## src/rtl/framed_ser_tx.sv

```systemverilog
`timescale 1ns/1ps
module framed_ser_tx #(
  parameter int CNT_W = 7
) (
  input  logic             clk,
  input  logic             rst_n,
  input  logic             bclk,
  input  logic             fsync,
  input  logic [2:0]       cfg_len1,
  input  logic [2:0]       cfg_len2,
  input  logic [CNT_W-1:0] cfg_words,
  input  logic             cfg_dual,
  input  logic [1:0]       cfg_delay,
  input  logic             cfg_edge,
  input  logic             cfg_fs_low,
  input  logic [31:0]      in_data,
  input  logic             in_valid,
  output logic             in_ready,
  output logic             sd_out,
  output logic             sd_oe,
  output logic             underrun
);
  localparam int DW = 32;
  localparam int LW = 6;

  function automatic logic [LW-1:0] len_of(input logic [2:0] code);
    case (code)
      3'd0:    len_of = LW'(8);
      3'd1:    len_of = LW'(12);
      3'd2:    len_of = LW'(16);
      3'd3:    len_of = LW'(20);
      3'd4:    len_of = LW'(24);
      default: len_of = LW'(32);
    endcase
  endfunction

  logic             bclk_q, fs_prev;
  logic             waiting;
  logic [1:0]       wait_cnt;
  logic             active;
  logic [CNT_W-1:0] word_idx;
  logic [LW-1:0]    bits_left;
  logic [DW-1:0]    sh;

  logic             tick, fs_act, fs_start, start_now, last_word, next_slot, load;
  logic [1:0]       dly;
  logic [LW-1:0]    cur_len;
  logic [DW-1:0]    aligned;

  assign tick      = cfg_edge ? (bclk_q & ~bclk) : (~bclk_q & bclk);
  assign fs_act    = fsync ^ cfg_fs_low;
  assign fs_start  = tick & fs_act & ~fs_prev;
  assign dly       = (cfg_delay == 2'd3) ? 2'd2 : cfg_delay;
  assign start_now = tick & ((fs_start & (dly == 2'd0)) | (waiting & (wait_cnt == 2'd1)));
  assign last_word = cfg_dual ? (word_idx == CNT_W'(1)) : (word_idx == cfg_words);
  assign next_slot = tick & active & (bits_left == '0) & ~last_word;
  assign load      = start_now | next_slot;
  assign in_ready  = load;
  assign cur_len   = len_of((cfg_dual && !start_now) ? cfg_len2 : cfg_len1);
  assign aligned   = (in_valid ? in_data : '0) << (LW'(DW) - cur_len);

  always_ff @(posedge clk) begin
    if (!rst_n) begin
      bclk_q    <= bclk;
      fs_prev   <= 1'b0;
      waiting   <= 1'b0;
      wait_cnt  <= '0;
      active    <= 1'b0;
      word_idx  <= '0;
      bits_left <= '0;
      sh        <= '0;
      sd_out    <= 1'b0;
      sd_oe     <= 1'b0;
      underrun  <= 1'b0;
    end else begin
      bclk_q <= bclk;
      if (tick) begin
        fs_prev <= fs_act;
        if (fs_start && dly != 2'd0) begin
          waiting  <= 1'b1;
          wait_cnt <= dly;
        end else if (waiting) begin
          if (wait_cnt == 2'd1) waiting <= 1'b0;
          else                  wait_cnt <= wait_cnt - 2'd1;
        end

        if (load) begin
          sd_out    <= aligned[DW-1];
          sh        <= aligned << 1;
          bits_left <= cur_len - LW'(1);
          active    <= 1'b1;
          sd_oe     <= 1'b1;
          word_idx  <= start_now ? '0 : word_idx + CNT_W'(1);
          if (!in_valid) underrun <= 1'b1;
        end else if (active) begin
          if (bits_left != '0) begin
            sd_out    <= sh[DW-1];
            sh        <= sh << 1;
            bits_left <= bits_left - LW'(1);
          end else begin
            active <= 1'b0;
            sd_oe  <= 1'b0;
            sd_out <= 1'b0;
          end
        end
      end
    end
  end
endmodule

```

## config.mk

```make
export PLATFORM = sky130hd
export DESIGN_NAME = framed_ser_tx
export DESIGN_NICKNAME = d
export VERILOG_FILES = /design/src/rtl/framed_ser_tx.sv
export SDC_FILE = /design/constraint.sdc
export NUM_CORES = 1
export LEC_CHECK = 0
export ABC_AREA = 1
export BUFFER_PORTS_ARGS = -buffer_cell sky130_fd_sc_hd__buf_2
export CAP_MARGIN = 0
export CORE_UTILIZATION = 53
export DETAILED_ROUTE_END_ITERATION = 8
export GPL_TIMING_DRIVEN = 0
export HOLD_SLACK_MARGIN = 0.03
export PLACE_DENSITY_LB_ADDON = 0.08
export SYNTH_ARGS = -nofsm -noshare
export SYNTH_HDL_FRONTEND = slang
export SYNTH_SLANG_ARGS = --single-unit
```

## constraint.sdc

```tcl
create_clock -name clk -period 2.85 [get_ports clk]
set_clock_uncertainty 0.05 [all_clocks]
set_input_delay 0.1425 -clock clk [delete_from_list [all_inputs] [get_ports clk]]
set_output_delay 0.1425 -clock clk [all_outputs]
set_load 0.05 [all_outputs]
```

==> impl_metrics.csv <==
group,metric,value,unit
place,gp_congestion,0.9987,
route,ant_nets,0,
grt,grt_pass1_wl,18.14,mm
clocking,clock-sinks,53,
finish,multi_input_area,2485,um2
place,placed_cell_area,4434,um2
setup_path,endpoint_kind,"register",
die,die-height,89.15,um
power,p_leak,0.002358,uW
clocking,clk_pin_slew,0.11,ns
route,viasPerCell,5.429,
setup_path,worstPathArrival,2.93,ns
clocking,h-tree-depth,2,
finish,area_delta_synth_final,16.41,%
setup_path,cp-start-kind,"register",
run,drv_cap,0,
finish,layout-drive-gt1-share,19.35,%
route,wirelength,11.82,mm
route,wire_per_inst,14.02,um
grt,grt_pass1_vias,3917,
finish,finalCoreUtilization,64.26,%
die,ios,59,
clocking,root_buffer,"clkbuf_8",
timing,timing.final.crit_share,96.39,%
route,drcViolationCount,0,
power,peakVddDrop,0.2986,mV
setup_path,cp.required,3.04,ns
timing,slew_viol_final,0,
clocking,cts_tree,"built",
timing,min_period,2.747,ns
timing,setup_viol_count_final,0,
grt,track_usage,29.77,%
die,die_area,7947,um2
setup_path,crit_type,"reg2reg",
route,first_pass_iters,5,
logic_synthesis,synth_seq_cells,53,
place,dp_hpwl,9.094,mm
clocking,clk_latency,0.31,ns
finish,fillCellCount,746,
finish,layout.nets,802,
setup_path,path_max_fanout,10,
timing,rsz0062_at_grt,"yes",
timing,slew_headroom,62.60,%
logic_synthesis,synth_warnings,0,
logic_synthesis,yosysSeqAreaShare,26.36,%
die,placementRows,31,
power,total_power,2038,uW
logic_synthesis,synth.net_count,735,
die,die_w,89.15,um
place,port_buffers,57,
logic_synthesis,netlist_instances,676,
timing,fmaxAchievable,364.0,MHz
route,vias,4577,
grt,grt_start_max_net_pins,18,
die,start_util,55.20,%
timing,hold_viol,0,
outcome,status,"finished clean",
logic_synthesis,synth.cell_area,4025,um2
clocking,cts_buffer_depth,2,
logic_synthesis,avgSynthCellArea,5.954,um2
clocking,cts_buffers,5,
finish,seq_area,1062,um2
logic_synthesis,synth.distinct_cells,33,
finish,antenna_cells,0,
hold_path,hp-class,"in2reg",
power,power.density,434.8,nW/um2
grt,antenna_found_initial,0,
timing,worst_pin_slew,0.5609,ns
finish,stdcell_area,4686,um2
grt,grt_overflow,0,
die,core,7292,um2
route,drt_iter0_drc,281,
metal layers:
layer | GRT usage (%) | share of wire, % | vias up
met5 | 0 | 0 | -
met4 | 8.658 | 1.9 | 0
met3 | 2.678 | 5.0 | 16
met2 | 52.46 | 48 | 153
met1 | 38.67 | 45 | 2089
li1 | - | - | 2319
flip-flops by register name, summed over array words and instances, names as in the netlist:
name,cells
underrun,1
sh,31
bits_left,6
word_idx,7
sd_out,1
active,1
wait_cnt,2
fs_prev,1
bclk_q,1
waiting,1
sd_oe,1
path summary, 6_finish.rpt:
path | startpoint | endpoint | slack [ns] | cells past startpoint
min | rst_n | bits_left[0] | 0.09 | 3
min reg2reg | active | active | 0.42 | 2
max reg2reg | bclk_q | sd_out | 0.10 | 20
max | bclk_q | sd_out | 0.10 | 20
logic make-up (layout without fill, tap and decap cells):
| kind of cell | count (synthesis) | after routing | synth area share (%) |
|---|---|---|---|
| AOI/OAI and AO/OA | 114 | 114 | 14.58 |
| xor gates and xnor gates | 9 | 9 | 1.958 |
| adders and majority gates | 4 | 4 | 1.243 |
| buffers and inverters | 126 | 194 | 13.89 |
| DFF | 53 | 53 | 26.36 |
| and+or+nand+nor | 370 | 370 | 41.96 |
layout by cell type, fill, tap and decap left out, drive strengths merged, types with 4 or more instances in the layout:
cell	instances
nand2	220
nand3	103
buf	88
inv	85
o21ai	56
dfxtp	53
a21oi	49
nor2	23
clkbuf	17
nand4	14
xor2	7
nor3	7
o22ai	4
ha	4
metrics by stage:
step / setup slack (ns) / std cells / hold slack [ns] / TNS, ns
floorplan: 0.08202 / 676 / 0.1202 / 0
global placement: -0.6384 / 832 / 0.2224 / -12.68
detailed placement: -0.6580 / 832 / 0.2344 / -13.80
CTS: 0.008927 / 842 / 0.07920 / 0
global route: -0.05879 / 843 / 0.09003 / -0.1009
finish: 0.1028 / 843 / 0.08625 / 0
worst max-delay path, stage by stage, from the launching register on:
cell      delay [ns]
dfxtp_2         0.35
inv_1           0.04
nand2_1         0.09
nand2_4         0.09
nor2_4          0.10
nand3_2         0.09
nand2_4         0.09
nand2_4         0.09
nand2_4         0.09
nand2_2         0.06
nand2_4         0.12
nand2_4         0.10
buf_6           0.16
ha_4            0.32
clkinv_4        0.09
clkbuf_8        0.17
nand3_1         0.09
nand2_1         0.09
nand2_1         0.09
nand3_1         0.13
a21oi_1         0.15
synth_stat cells (all sizes together):
master	number	area, um2
nand2	220	903.4
nand3	103	540.5
inv	84	315.3
o21ai	56	280.3
dfxtp	53	1061
a21oi	49	245.2
buf	27	187.7
nor2	23	96.35
clkbuf	14	52.55
nand4	14	87.58
nor3	7	40.04
xor2	7	61.31
ha	4	50.05
o22ai	4	25.02
a31oi	2	12.51
nand3b	2	15.01
xnor2	2	17.52
a211oi	1	7.510
a221oi	1	8.760
clkinv	1	3.750
o31ai	1	7.510
or2	1	6.260
final cells by class:
type	instances	share of cell area (%)
well taps	99	2.644
clock buffers	5	1.469
repair buffers	61	6.782
plain buffers	40	5.554
multi-input cells	497	53.03
clock inverters	3	0.9346
inverters	85	6.916
flip-flops and latches	53	22.67
power breakdown:
group	switching, uW	internal (uW)	leakage [uW]
sequential	14.6	767	0.000429
clock	263	264	0.0000585
combinational	466	263	0.00187
what timing repair did:
| action | CTS | global route |
|---|---|---|
| buffers inserted | 2 | 1 |
| resized for setup | 10 | 25 |
| endpoints found under the setup margin | 30 | 30 |
| pin swaps | 1 | 2 |
| endpoints found under the hold margin | 1 | 0 |
| hold buffers | 1 | 0 |
No activity file was read; power rests on OpenSTA's default activity.
